===== src/rtl/dma_seq_pkg.sv =====
package dma_seq_pkg;

  typedef enum logic [3:0] {
    ST_IDLE = 4'd0,
    ST_ACQ  = 4'd1,
    ST_IO   = 4'd2,
    ST_M1   = 4'd3,
    ST_M2   = 4'd4,
    ST_M3   = 4'd5,
    ST_M4   = 4'd6,
    ST_M5   = 4'd7,
    ST_M6   = 4'd8,
    ST_M7   = 4'd9,
    ST_M8   = 4'd10
  } seq_state_t;

  function automatic logic is_m2m(seq_state_t s);
    return (s >= ST_M1) && (s <= ST_M8);
  endfunction

  function automatic logic m2m_rule(logic compat, logic cmd_en, logic req0,
                                    logic win_is0, logic mode_bit);
    return compat ? (cmd_en & req0 & win_is0) : mode_bit;
  endfunction

  function automatic logic stop_rule(logic tc, logic eop_seen, logic eop_n);
    return tc | eop_seen | ~eop_n;
  endfunction

  function automatic seq_state_t next_m2m(seq_state_t s);
    return seq_state_t'(4'(s) + 4'd1);
  endfunction

endpackage


===== src/rtl/dma_path_pick.sv =====
module dma_path_pick #(
  parameter int CW = 2
) (
  input  logic          compat_mode,
  input  logic          cmd_m2m_en,
  input  logic          req0_live,
  input  logic [CW-1:0] win_ch,
  input  logic          act_m2m,
  output logic          m2m_sel
);
  import dma_seq_pkg::*;

  logic win_is0;
  assign win_is0 = (win_ch == '0);
  assign m2m_sel = m2m_rule(compat_mode, cmd_m2m_en, req0_live, win_is0, act_m2m);

endmodule


===== src/rtl/dma_seq_fsm.sv =====
module dma_seq_fsm #(
  parameter int CW = 2
) (
  input  logic                      clk,
  input  logic                      rst_n,
  input  logic                      kill,
  input  logic                      pend,
  input  logic                      bus_ack,
  input  logic                      m2m_sel,
  input  logic                      eop_n,
  input  logic                      tc,
  input  logic [CW-1:0]             win_ch,
  output dma_seq_pkg::seq_state_t   state,
  output logic [CW-1:0]             act_ch
);
  import dma_seq_pkg::*;

  seq_state_t nxt;
  logic       eop_seen;
  logic       grant_evt;
  logic       cycle_end;
  logic       in_xfer;
  logic       halt;

  assign grant_evt = (state == ST_ACQ) && pend && bus_ack;
  assign cycle_end = (state == ST_IO) || (state == ST_M8);
  assign in_xfer   = (state == ST_IO) || is_m2m(state);
  assign halt      = stop_rule(tc, eop_seen, eop_n);

  always_comb begin
    nxt = state;
    case (state)
      ST_IDLE: if (pend) nxt = ST_ACQ;
      ST_ACQ: begin
        if (!pend)        nxt = ST_IDLE;
        else if (bus_ack) nxt = m2m_sel ? ST_M1 : ST_IO;
      end
      ST_IO, ST_M8: nxt = (pend && !halt) ? ST_ACQ : ST_IDLE;
      ST_M1, ST_M2, ST_M3, ST_M4, ST_M5, ST_M6, ST_M7: nxt = next_m2m(state);
      default: nxt = ST_IDLE;
    endcase
  end

  always_ff @(posedge clk or negedge rst_n) begin
    if (!rst_n) begin
      state    <= ST_IDLE;
      eop_seen <= 1'b0;
      act_ch   <= '0;
    end else if (kill) begin
      state    <= ST_IDLE;
      eop_seen <= 1'b0;
      act_ch   <= '0;
    end else begin
      state <= nxt;
      if (cycle_end)              eop_seen <= 1'b0;
      else if (in_xfer && !eop_n) eop_seen <= 1'b1;
      if (grant_evt) act_ch <= win_ch;
    end
  end

  AST_ACQ_WAIT: assert property (@(posedge clk) disable iff (!rst_n)
    (state == ST_ACQ && pend && !bus_ack && !kill) |=> (state == ST_ACQ));

  AST_ACQ_DROP: assert property (@(posedge clk) disable iff (!rst_n)
    (state == ST_ACQ && !pend && !kill) |=> (state == ST_IDLE));

  AST_M2M_STEP: assert property (@(posedge clk) disable iff (!rst_n)
    (is_m2m(state) && state != ST_M8 && !kill) |=> (4'(state) == 4'($past(state)) + 4'd1));

  AST_EOP_END: assert property (@(posedge clk) disable iff (!rst_n)
    (cycle_end && (eop_seen || !eop_n) && !kill) |=> (state == ST_IDLE));

  AST_SOFT_KILL: assert property (@(posedge clk) disable iff (!rst_n)
    kill |=> (state == ST_IDLE));

endmodule


===== src/rtl/dma_seq_drive.sv =====
module dma_seq_drive #(
  parameter int NCH = 4,
  parameter int CW  = 2,
  parameter int AW  = 16,
  parameter int DW  = 8
) (
  input  logic                     clk,
  input  logic                     rst_n,
  input  logic                     kill,
  input  dma_seq_pkg::seq_state_t  state,
  input  logic [CW-1:0]            act_ch,
  input  logic                     compat_mode,
  input  logic                     io_to_mem,
  input  logic [AW-1:0]            io_addr,
  input  logic [AW-1:0]            ch0_addr,
  input  logic [AW-1:0]            src_addr,
  input  logic [AW-1:0]            dst_addr,
  input  logic [DW-1:0]            rd_data,
  output logic                     bus_req,
  output logic                     cfg_open,
  output logic                     aen,
  output logic [AW-1:0]            addr,
  output logic                     mem_rd_n,
  output logic                     mem_wr_n,
  output logic [NCH-1:0]           dack,
  output logic                     addr_step,
  output logic                     cnt_dec,
  output logic [DW-1:0]            wr_data
);
  import dma_seq_pkg::*;

  logic [AW-1:0] src_pick;
  logic          xfer_pulse;
  logic          capture;

  assign src_pick = compat_mode ? ch0_addr : src_addr;
  assign capture  = (state == ST_M3);

  always_ff @(posedge clk or negedge rst_n) begin
    if (!rst_n)       wr_data <= '0;
    else if (kill)    wr_data <= '0;
    else if (capture) wr_data <= rd_data;
  end

  always_comb begin
    bus_req    = (state != ST_IDLE);
    cfg_open   = (state == ST_IDLE) || (state == ST_ACQ);
    aen        = 1'b0;
    addr       = '0;
    mem_rd_n   = 1'b1;
    mem_wr_n   = 1'b1;
    dack       = '0;
    xfer_pulse = 1'b0;
    case (state)
      ST_IO: begin
        aen        = 1'b1;
        addr       = io_addr;
        dack       = NCH'(1) << act_ch;
        mem_wr_n   = !io_to_mem;
        mem_rd_n   = io_to_mem;
        xfer_pulse = 1'b1;
      end
      ST_M1, ST_M4: begin aen = 1'b1; addr = src_pick; end
      ST_M2, ST_M3: begin aen = 1'b1; addr = src_pick; mem_rd_n = 1'b0; end
      ST_M5:        begin aen = 1'b1; addr = dst_addr; end
      ST_M6, ST_M7: begin aen = 1'b1; addr = dst_addr; mem_wr_n = 1'b0; end
      ST_M8:        begin aen = 1'b1; addr = dst_addr; xfer_pulse = 1'b1; end
      default: ;
    endcase
  end

  assign addr_step = xfer_pulse;
  assign cnt_dec   = xfer_pulse;

  AST_IDLE_QUIET: assert property (@(posedge clk) disable iff (!rst_n)
    (state == ST_IDLE) |-> (!aen && mem_rd_n && mem_wr_n && dack == '0 && !addr_step));

  AST_STROBE_EXCL: assert property (@(posedge clk) disable iff (!rst_n)
    !(!mem_rd_n && !mem_wr_n));

  AST_M2M_NO_ACK: assert property (@(posedge clk) disable iff (!rst_n)
    is_m2m(state) |-> (dack == '0));

  AST_PULSE_SINGLE: assert property (@(posedge clk) disable iff (!rst_n)
    addr_step |=> !addr_step);

  AST_HOLD_STABLE: assert property (@(posedge clk) disable iff (!rst_n)
    (state == ST_M6 && !kill) |=> $stable(wr_data));

endmodule


===== src/rtl/dma_xfer_seq.sv =====
module dma_xfer_seq #(
  parameter int NCH = 4,
  parameter int AW  = 16,
  parameter int DW  = 8
) (
  input  logic                     clk,
  input  logic                     rst_n,
  input  logic                     sw_reset,
  input  logic                     compat_mode,
  input  logic [NCH-1:0]           chan_req,
  input  logic [NCH-1:0]           chan_mask,
  input  logic [$clog2(NCH)-1:0]   win_ch,
  input  logic                     cmd_m2m_en,
  input  logic                     act_m2m,
  input  logic                     io_to_mem,
  input  logic                     bus_ack,
  input  logic                     eop_n,
  input  logic                     tc,
  input  logic [AW-1:0]            io_addr,
  input  logic [AW-1:0]            ch0_addr,
  input  logic [AW-1:0]            src_addr,
  input  logic [AW-1:0]            dst_addr,
  input  logic [DW-1:0]            rd_data,
  output logic                     bus_req,
  output logic                     cfg_open,
  output logic                     aen,
  output logic [AW-1:0]            addr,
  output logic                     mem_rd_n,
  output logic                     mem_wr_n,
  output logic [NCH-1:0]           dack,
  output logic                     addr_step,
  output logic                     cnt_dec,
  output logic [DW-1:0]            wr_data
);
  import dma_seq_pkg::*;

  localparam int CW = $clog2(NCH);

  logic [NCH-1:0] live_req;
  logic           pend;
  logic           kill;
  logic           m2m_sel;
  seq_state_t     state;
  logic [CW-1:0]  act_ch;

  assign live_req = chan_req & ~chan_mask;
  assign pend     = |live_req;
  assign kill     = sw_reset && compat_mode;

  dma_path_pick #(.CW(CW)) u_pick (
    .compat_mode (compat_mode),
    .cmd_m2m_en  (cmd_m2m_en),
    .req0_live   (live_req[0]),
    .win_ch      (win_ch),
    .act_m2m     (act_m2m),
    .m2m_sel     (m2m_sel)
  );

  dma_seq_fsm #(.CW(CW)) u_fsm (
    .clk     (clk),
    .rst_n   (rst_n),
    .kill    (kill),
    .pend    (pend),
    .bus_ack (bus_ack),
    .m2m_sel (m2m_sel),
    .eop_n   (eop_n),
    .tc      (tc),
    .win_ch  (win_ch),
    .state   (state),
    .act_ch  (act_ch)
  );

  dma_seq_drive #(.NCH(NCH), .CW(CW), .AW(AW), .DW(DW)) u_drive (
    .clk         (clk),
    .rst_n       (rst_n),
    .kill        (kill),
    .state       (state),
    .act_ch      (act_ch),
    .compat_mode (compat_mode),
    .io_to_mem   (io_to_mem),
    .io_addr     (io_addr),
    .ch0_addr    (ch0_addr),
    .src_addr    (src_addr),
    .dst_addr    (dst_addr),
    .rd_data     (rd_data),
    .bus_req     (bus_req),
    .cfg_open    (cfg_open),
    .aen         (aen),
    .addr        (addr),
    .mem_rd_n    (mem_rd_n),
    .mem_wr_n    (mem_wr_n),
    .dack        (dack),
    .addr_step   (addr_step),
    .cnt_dec     (cnt_dec),
    .wr_data     (wr_data)
  );

  AST_GRANT_PATH: assert property (@(posedge clk) disable iff (!rst_n)
    (state == ST_ACQ && pend && bus_ack && !kill) |=> (aen && cfg_open == 1'b0));

  AST_IDLE_WAKE: assert property (@(posedge clk) disable iff (!rst_n)
    (state == ST_IDLE && pend && !kill) |=> bus_req);

endmodule


===== config.mk =====
export PLATFORM = sky130hd
export DESIGN_NAME = dma_xfer_seq
export DESIGN_NICKNAME = d
export VERILOG_FILES = /design/src/rtl/dma_seq_pkg.sv /design/src/rtl/dma_path_pick.sv /design/src/rtl/dma_seq_fsm.sv /design/src/rtl/dma_seq_drive.sv /design/src/rtl/dma_xfer_seq.sv
export SDC_FILE = /design/constraint.sdc
export NUM_CORES = 1
export LEC_CHECK = 0
export ABC_CLOCK_PERIOD_IN_PS = 1900
export CAP_MARGIN = 20
export CORE_MARGIN = 2
export CORE_UTILIZATION = 28
export DETAILED_ROUTE_END_ITERATION = 8
export GPL_TIMING_DRIVEN = 0
export PLACE_DENSITY = 0.77
export SETUP_SLACK_MARGIN = 0.2
export SYNTH_ARGS = -nofsm -noshare
export SYNTH_HDL_FRONTEND = slang
export SYNTH_SLANG_ARGS = --single-unit

===== constraint.sdc =====
create_clock -name clk -period 1.9 [get_ports clk]
set_clock_uncertainty 0.05 [all_clocks]
set_input_delay 0.285 -clock clk [delete_from_list [all_inputs] [get_ports clk]]
set_output_delay 0.285 -clock clk [all_outputs]
set_load 0.01 [all_outputs]

# Word level (Yosys, flattened, before mapping)
# Cells that the tools add are included.
# W data, S select, Z words.
[totals] in_bits=92 register_bits=15 output_inout_bits=35 wordCells=76
[op_classes] n_reduce_logical=27 eq_ne=12 n_addsub=1 muxes=22 n_lt_le_gt_ge=2 bitwise_logic=7 shift=1
[ops] op="$pmux W16 S3" count=1
[ops] op="$mux W4" count=5
[ops] op="$eq A4 B3 Y1 const B" count=4
[ops] op="$mux W16" count=1
[ops] op="$mux W8" count=2
[ops] op="$pmux W4 S4" count=1
[ops] op="$eq A4 B4 Y1 const B" count=3
[ops] op="$reduce_or A4 Y1" count=3
[ops] op="$reduce_or A9 Y1" count=1
[ops] op="$eq A4 B2 Y1 const B" count=2
[ops] op="$mux W1" count=8
[ops] op="$reduce_or A7 Y1" count=1
[ops] op="$logic_and A1 B1 Y1" count=6
[ops] op="$reduce_or A2 Y1" count=3
[ops] op="$add A4 B1 Y4 const B" count=1
[ops] op="$and A4 B4 Y4" count=1
[ops] op="$eq A4 B1 Y1 const B" count=1
[ops] op="$ge A4 B2 Y1 const B" count=1
[ops] op="$le A4 B4 Y1 const B" count=1
[ops] op="$logic_not A4 Y1" count=1
[ops] op="$mux W2" count=2
[ops] op="$ne A4 B4 Y1 const B" count=1
[ops] op="$not A4 Y4" count=1
[ops] op="$pmux W1 S2" count=2
[ops] op="other kinds (12)" count=19

# Depth between registers and ports, before layout
# Gate-level depths: netlist (run 1).
[logic_depth] word_depth=10 mapped_depth=8 depth_no_buf=6

# Cells and area by module
# From an unflattened synthesis (run 1), not the netlist that was laid out.
[hier_totals] cells_unflattened=185 hier_area_um2=1619.1
[by_module_without_submodules] mod="dma_seq_drive" cells_per_inst=117 n_inst=1 seq_area_each_um2=200.2 area_each_um2=1028.5
[by_module_without_submodules] mod="dma_seq_fsm" cells_per_inst=59 n_inst=1 seq_area_each_um2=175.2 area_each_um2=526.8
[by_module_without_submodules] mod="dma_xfer_seq" cells_per_inst=6 n_inst=1 seq_area_each_um2=0.0 area_each_um2=38.8
[by_module_without_submodules] mod="dma_path_pick" cells_per_inst=3 n_inst=1 seq_area_each_um2=0.0 area_each_um2=25.0

# Worst setup path before layout (run 1)
# OpenSTA, ideal clock, no wires.
[synth_timing] path_type="flip-flop to output port" startpoint="register u_fsm.state[0]" endpoint="output dack[1]" path_stages_with_launch=9 path_slack_ns=-0.234 t_arrival_ns=1.799 path_buffers=2 required_time_ns=1.565 path_cell_list="dfrtp_1 -> inv_1 -> ha_1 -> nand2b_1 -> clkbuf_1 -> nor2_1 -> clkbuf_1 -> nand2_1 -> nor2_1"
[synth_between] elab_chain_cells=2
[synth_lines] item="start: declaration" line="dma_seq_fsm.sv:13" source="output dma_seq_pkg::seq_state_t state,"
[synth_lines] item="start signal: assignment" line="dma_seq_fsm.sv:54" source="state <= nxt;"
[synth_lines] item="$eq A4 B2 Y1" line="dma_seq_drive.sv:54" source="case (state)"
[synth_lines] item="$mux W4" line="dma_seq_drive.sv:54"
[synth_lines] item="end: declaration" line="dma_xfer_seq.sv:30" source="output logic [NCH-1:0] dack,"
# Every way passes these cells.

# Worst setup path in the final report (run 1)
[layout_timing] startpoint="register u_fsm.state[2]" endpoint="output addr[13]"
[layout_between] elab_chain_cells=3 word_cells_on_any_way=12 cone_classes="eq/ne (9); mux (1); reduce/logical (2)"
[layout_lines] item="$eq A4 B3 Y1, or another cell as far along" line="dma_seq_drive.sv:54"
[layout_lines] item="$reduce_or A4 Y1 (no source line)"
[layout_lines] item="$pmux W16 S3 (*)" line="dma_seq_drive.sv:54"
[layout_lines] item="end: declaration" line="dma_xfer_seq.sv:27" source="output logic [AW-1:0] addr,"
# Mark *: on every way between the ends. The rest lies on a longest branch, timed or not.

==> metrics.yaml, run 1 <==
floorplanning:
  io_pins: 127
  coreArea_um2: 4750
  fp.dieW_um: 74.6
  start_util_pct: 29.4
  die-area_um2: 5570
  rows: 25
  die_h_um: 74.6
finish:
  diodes: 0
  num-fill-cells: 416
  drive_gt1_share_pct: 31.4
  final_util_pct: 66.1
  area_delta_synth_final_pct: 125
  nNetsFinal: 422
timing:
  fin_crit_ns: 2.33
  maxSlewHeadroom_pct: 52.4
  holdWs_ns: 0.411
  tightestPinTransition_ns: 0.711
  worst_slack_ns: -0.427
  hold_viol_final: 0
  period_share_pct: 122
  rsz0062_at_grt: "yes"
  max_freq_mhz: 430
  setup_viol: 32
  slew_viol_final: 0
pwr:
  p_per_area_nw_per_um2: 802
  p_int_mw: 1.53
  peakVddDrop_mv: 0.395
  clock_power_share_pct: 10.5
  p_sw_share_pct: 39.4
  p_leak_nw: 1.34
  switchingPower_mw: 0.993
  pwr-share-comb_pct: 72.0
  seqPwrFrac_pct: 17.4
  power_mw: 2.52
status:
  violations: "setup timing"
  outcome: "finished, violations left"
detailed_routing:
  drt_iter0_drc: 46
  vias_per_cell: 5.01
  dr_wl_met2_mm: 3.03
  highest_layer: "met4"
  routed-via-count: 1963
  first_pass_iters: 4
  routed_wl_mm: 5.89
  final_antenna_net_count: 0
  met1_length_mm: 2.35
  routedWlPerCell_um: 15.0
  drc_errors: 0
  met3WireLength_um: 368
critical_path:
  path_delay_family: "buffers and inverters"
  max_stage_delay_ns: 0.39
  path_cells: "buf_6 -> nor2b_1 -> buf_2 -> nand2_1 -> o21ai_4 -> buf_4 -> a221o_1 -> buf_2"
  endpoint_kind: "output pin"
  rr_worst_depth: 8
  crit_path_top_delay_cell: "dfrtp_1"
  critPathMaxFanout: 10
  path_common_cell: "buf_2"
  crit_path_start_kind: "flop"
  cp_data_required_time_ns: 1.56
  crit_cells: 8
  critPathBufInv: 4
  cp.arrival_ns: 1.99
  critical_path_class: "reg2out"
synthesis:
  synth_top_area_cell: "dfrtp_1"
  synth_edf_count: 0
  syn_inst: 172
  synthArstFlopShare_pct: 100
  ys_seq_elements: 15
  syn-num-nets: 268
  syn_area_um2: 1400
  synth.top_cell.area_share_pct: 26.9
  synth_area_per_cell_um2: 8.12
  ys_types: 40
  synth_top_flop_cell: "dfrtp_1"
  ys_seq_area_share_pct: 26.9
  synth_area_leaders: "dfrtp_1 (27%), a221o_1 (11%), mux2i_1 (11%)"
  yosysWarningCount: 0
clock_network:
  numCtsBuffers: 3
  clkTransAtPathRegs_ns: 0.07
  cts_root_buffer: "clkbuf_8"
  cts_tree: "built"
  cts.path.max_buffers: 2
  cts_max_level: 1
  cts_sinks: 15
  clock_latency_ns: 0.25
global_routing:
  grt.overflow.total: 0
  grt_pass1_vias: 1923
  track_usage_pct: 20.2
  grt_max_degree: 16
  grt_first_pass_wirelength_mm: 8.85
  antenna_found_initial: 0
placement:
  finalWeightedCongestion: 0.797
  dpl.hpwl_mm: 4.25
  io_buffers: 125
run:
  cap_violations: 0
min_path:
  hold_path.class: "in2async"
cell type report:
| type | count | area [µm²] | area share (%) |
|---|---|---|---|
| Multi-Input combinational cell | 138 | 1140 | 36.1 |
| Clock inverter | 1 | 5.00 | 0.159 |
| Inverter | 6 | 30.0 | 0.955 |
| Timing Repair Buffer | 149 | 1350 | 43.0 |
| Clock buffer | 3 | 41.3 | 1.31 |
| Tap cell | 67 | 83.8 | 2.67 |
| Sequential cell | 15 | 378 | 12.0 |
| Buffer | 13 | 118 | 3.74 |
registers in the layout, indices dropped and copies added, names as in the netlist:
register and count:
u_fsm.state 4, u_fsm.eop_seen 1, u_fsm.act_ch 2, u_drive.wr_data 8
worst paths after layout:
| check | to | start | slack [ns] |
|---|---|---|---|
| worst min register to register | u_drive.wr_data[0] | u_drive.wr_data[0] | 0.47 |
| worst max register to register | u_fsm.state[0] | u_fsm.state[1] | -0.34 |
| max in group asynchronous | u_fsm.state[1] | rst_n | 0.89 |
| min in group clk | u_drive.wr_data[0] | u_drive.wr_data[0] | 0.47 |
| worst max-delay path | addr[13] | u_fsm.state[2] | -0.43 |
| worst min-delay path | u_drive.wr_data[7] | rst_n | 0.41 |
metal layers:
layer | up-vias | global-route usage (%)
li1 | 957 | -
met1 | 913 | 25.5
met2 | 81 | 34.3
met3 | 12 | 3.88
met4 | 0 | 7.74
met5 | - | 0
cells in the mapped netlist (all sizes together) (2+ instances only):
master,count
buf,8
nand2,15
nand2b,8
nor3,3
a221o,16
ha,4
dfrtp,15
nor4,4
o221a,2
nor2,20
clkbuf,5
a21oi,11
inv,6
o21bai,2
nand3,11
mux2i,16
o21ai,8
placed cells by master, fill, tap and decap left out, drive strengths merged, types with 2 or more instances in the layout:
cell | Yosys | layout
inv | 6 | 6
o21ai | 8 | 8
nand2 | 15 | 15
buf | 8 | 59
nand2b | 8 | 8
nor4 | 4 | 4
o21bai | 2 | 2
a21oi | 11 | 11
clkdlybuf4s50 | 0 | 98
nor2 | 20 | 20
ha | 4 | 4
o221a | 2 | 2
a221o | 16 | 16
mux2i | 16 | 16
nand3 | 11 | 11
clkbuf | 5 | 8
nor3 | 3 | 3
dfrtp | 15 | 15
metrics by stage:
step	TNS [ns]	cell area [µm²]	instances	worst slack, ns
floorplan	-0.00423	1470	172	-0.00423
CTS	-8.32	3050	387	-0.402
global route	-12.13	3140	392	-0.505
finish	-10.0	3140	392	-0.427
detailed placement	-13.97	2800	364	-0.742
global placement	-13.52	2800	364	-0.730
timing repair:
action                                  4_1_cts  5_1_grt
hold endpoints to repair                      0        0
resized for setup                           153       19
setup buffers                                17        5
hold buffers                                  0        0
gates cloned                                  2        0
endpoints found under the setup margin       41       41
pin swaps                                    10        8
power groups by stage:
stage / Combinational, mW / Clock [mW] / Sequential [mW]
2_1_floorplan: 0.755 / 0 / 0.407
3_3_place_gp: 1.40 / 0 / 0.416
3_5_place_dp: 1.41 / 0 / 0.418
4_1_cts: 1.68 / 0.265 / 0.429
5_1_grt: 1.95 / 0.288 / 0.445
6_report: 1.82 / 0.266 / 0.439
cell families (layout without fill, tap and decap cells):
group	count (synthesis)	in the layout	synth area share (%)
and+or+nand+nor	69	69	24.4
AOI/OAI and AO/OA	47	47	26.1
buffers and inverters	19	172	6.36
muxes	16	16	11.5
DFF	15	15	26.9
adders and majority gates	4	4	3.58
xor gates and xnor gates	2	2	1.25
Note: power is estimated with default switching activity, not from simulation.
==> run 2, diff against run 1 <==
--- a/config.mk
+++ b/config.mk
@@ -7,7 +7,6 @@
 export LEC_CHECK = 0
 export ABC_CLOCK_PERIOD_IN_PS = 1900
 export CAP_MARGIN = 20
-export CORE_MARGIN = 2
 export CORE_UTILIZATION = 28
 export DETAILED_ROUTE_END_ITERATION = 8
 export GPL_TIMING_DRIVEN = 0
==> run 2 against run 1 <==
Effect of this change: sequential power down 3%; non-clock buffer count is 6 higher; worst setup slack better by 0.015 ns; sequential share of layout area is 0.44 points lower; first-iteration DRC count fell by 15%; register-to-register slack improved by 0.21 ns; the run still ends with setup timing left; count of clock-buffer cells in the layout stayed put; worst hold slack better by 0.0025 ns; via count rose by 1.2%; highest routed layer unchanged.
==> metrics.yaml, run 2 (synthesis results as in run 1) <==
status:
  outcome: "finished, violations left"
  violations: "setup timing"
timing:
  tns_ns: -7.83  # +2.17 ns
  worst_slack_ns: -0.412  # +0.0149 ns
  hold_viol_final: 0  # unchanged
  max_freq_mhz: 433  # +0.64%
  maxSlewHeadroom_pct: 48.4  # -4.0 points
  fin_crit_ns: 2.31  # -0.0149 ns
  setup_viol: 28  # -13%
  slew_viol_final: 0  # unchanged
  period_share_pct: 122  # -0.78 points
  holdWs_ns: 0.413  # +0.00254 ns
  tightestPinTransition_ns: 0.774  # +0.0629 ns
  rsz0062_at_grt: "yes"
global_routing:
  track_usage_pct: 21.3  # +1.1 points
  grt_first_pass_wirelength_mm: 8.94  # +0.94%
  grt.overflow.total: 0  # unchanged
  grt_pass1_vias: 1864  # -3.1%
  antenna_found_initial: 0  # unchanged
  grt_max_degree: 16  # unchanged
critical_path:
  critical_path_class: "reg2out"
  rr_worst_depth: 6  # -2
  endpoint_kind: "output pin"
  cp_data_required_time_ns: 1.56  # about the same
  timing.rr.start: "u_fsm.state[1]"
  cp.arrival_ns: 1.98  # about the same
  cp-startpoint: "u_fsm.state[0]"
  critPathMaxFanout: 7  # -3
  crit_path_top_delay_cell: "dfrtp_2"
  max_stage_delay_ns: 0.42  # +0.03 ns
  path_cells: "inv_4 -> ha_4 -> nor3_4 -> a21o_4 -> buf_6 -> nor2_1 -> a221o_1 -> buf_2"
  crit_path_start_kind: "flop"
clock_network:
  numCtsBuffers: 3  # unchanged
  cts_max_level: 1  # unchanged
  cts_sinks: 15  # unchanged
  cts_root_buffer: "clkbuf_8"
  cts.path.max_buffers: 2  # unchanged
  clock_latency_ns: 0.25  # about the same
  clkTransAtPathRegs_ns: 0.07  # about the same
  cts_tree: "built"
floorplanning:
  coreArea_um2: 4750  # unchanged
  die-area_um2: 5270  # -5.3%
  die_h_um: 72.6  # -2.7%
  start_util_pct: 29.4  # unchanged
  rows: 25  # unchanged
  fp.dieW_um: 72.6  # -2.7%
  io_pins: 127  # unchanged
detailed_routing:
  vias_per_cell: 4.99  # -0.30%
  routed_wl_mm: 6.06  # +2.7%
  final_antenna_net_count: 0  # unchanged
  drc_errors: 0  # unchanged
  first_pass_iters: 4  # unchanged
  routedWlPerCell_um: 15.2  # +1.2%
  routed-via-count: 1987  # +1.2%
  drt_iter0_drc: 39  # -15%
finish:
  area_delta_synth_final_pct: 134
  diodes: 0  # unchanged
  largest_reg_flops: 8  # unchanged
  drive_gt1_share_pct: 35.6  # +4.3 points
  regMostFlops: "u_drive.wr_data"
  num-fill-cells: 413  # -0.72%
  layout_common_cells: "clkdlybuf4s50_1 (98), buf_2 (23), buf_4 (21)"
  reg.largest.list: "u_drive.wr_data (8), u_fsm.state (4), u_fsm.act_ch (2)"
  nNetsFinal: 428  # +1.4%
  layout_commonest_cell: "clkdlybuf4s50_1"
pwr:
  peakVddDrop_mv: 0.551  # +40%
  p_per_area_nw_per_um2: 829  # +3.4%
  p_leak_nw: 1.38  # +3.3%
placement:
  io_buffers: 125  # unchanged
  dpl.hpwl_mm: 4.22  # -0.73%
  place_ws_ns: -0.738  # +0.00372 ns
  finalWeightedCongestion: 0.804  # +0.92%
run:
  cap_violations: 0  # unchanged
min_path:
  hold_path.class: "in2async"
run 2: path summary, 6_finish.rpt:
path | end | slack [ns]
hold reg to reg | u_drive.wr_data[2] | 0.47
setup reg to reg | u_fsm.state[0] | -0.13
setup / recovery | addr[8] | -0.41
min in group clk | u_drive.wr_data[2] | 0.47
hold / removal | u_drive.wr_data[1] | 0.41
max in group asynchronous | u_fsm.state[0] | 0.87
run 2: worst max-delay path, delay by kind of cell (launching register included):
kind / cells / cell delay, ns
AOI/OAI and AO/OA: 2 / 0.47
DFF: 1 / 0.42
buffers and inverters: 3 / 0.34
and+or+nand+nor: 2 / 0.30
adders and majority gates: 1 / 0.17
run 2: power breakdown:
part           total (mW)  switching [mW]  internal [mW]
registers           0.427          0.0648          0.362
logic                2.01           0.878           1.13
clock network       0.274           0.128          0.146
total                2.71            1.07           1.64
run 2: final cells by class:
type	count	area (µm²)	share of cell area [%]
Buffer	13	123	3.76
Clock buffer	3	41.3	1.27
Clock inverter	1	5.00	0.153
Inverter	6	30.0	0.920
Multi-Input combinational cell	138	1190	36.5
Sequential cell	15	378	11.6
Tap cell	67	83.8	2.57
Timing Repair Buffer	155	1410	43.2
run 2: through the flow:
step / instances / power (mW) / util (%) / cell area [µm²]
floorplan: 172 / 1.16 / - / 1470
global placement: 364 / 1.81 / 58.9 / 2800
detailed placement: 364 / 1.83 / 58.9 / 2800
CTS: 384 / 2.35 / 64.0 / 3040
global route: 398 / 2.87 / 68.6 / 3260
finish: 398 / 2.71 / 68.6 / 3260
run 2: per-layer routing:
metal	GRT usage [%]	vias up	wire length, µm
met5	0	-	0
met3	2.90	8	269
met4	7.19	0	77
met2	35.2	73	3170
met1	28.6	939	2540
li1	-	967	-
run 2: timing repair:
action	CTS	global route
buffers inserted	14	14
pin swaps	10	10
cloned	2	0
hold buffers	0	0
gates resized for setup	160	34
endpoints found under the setup margin	41	37
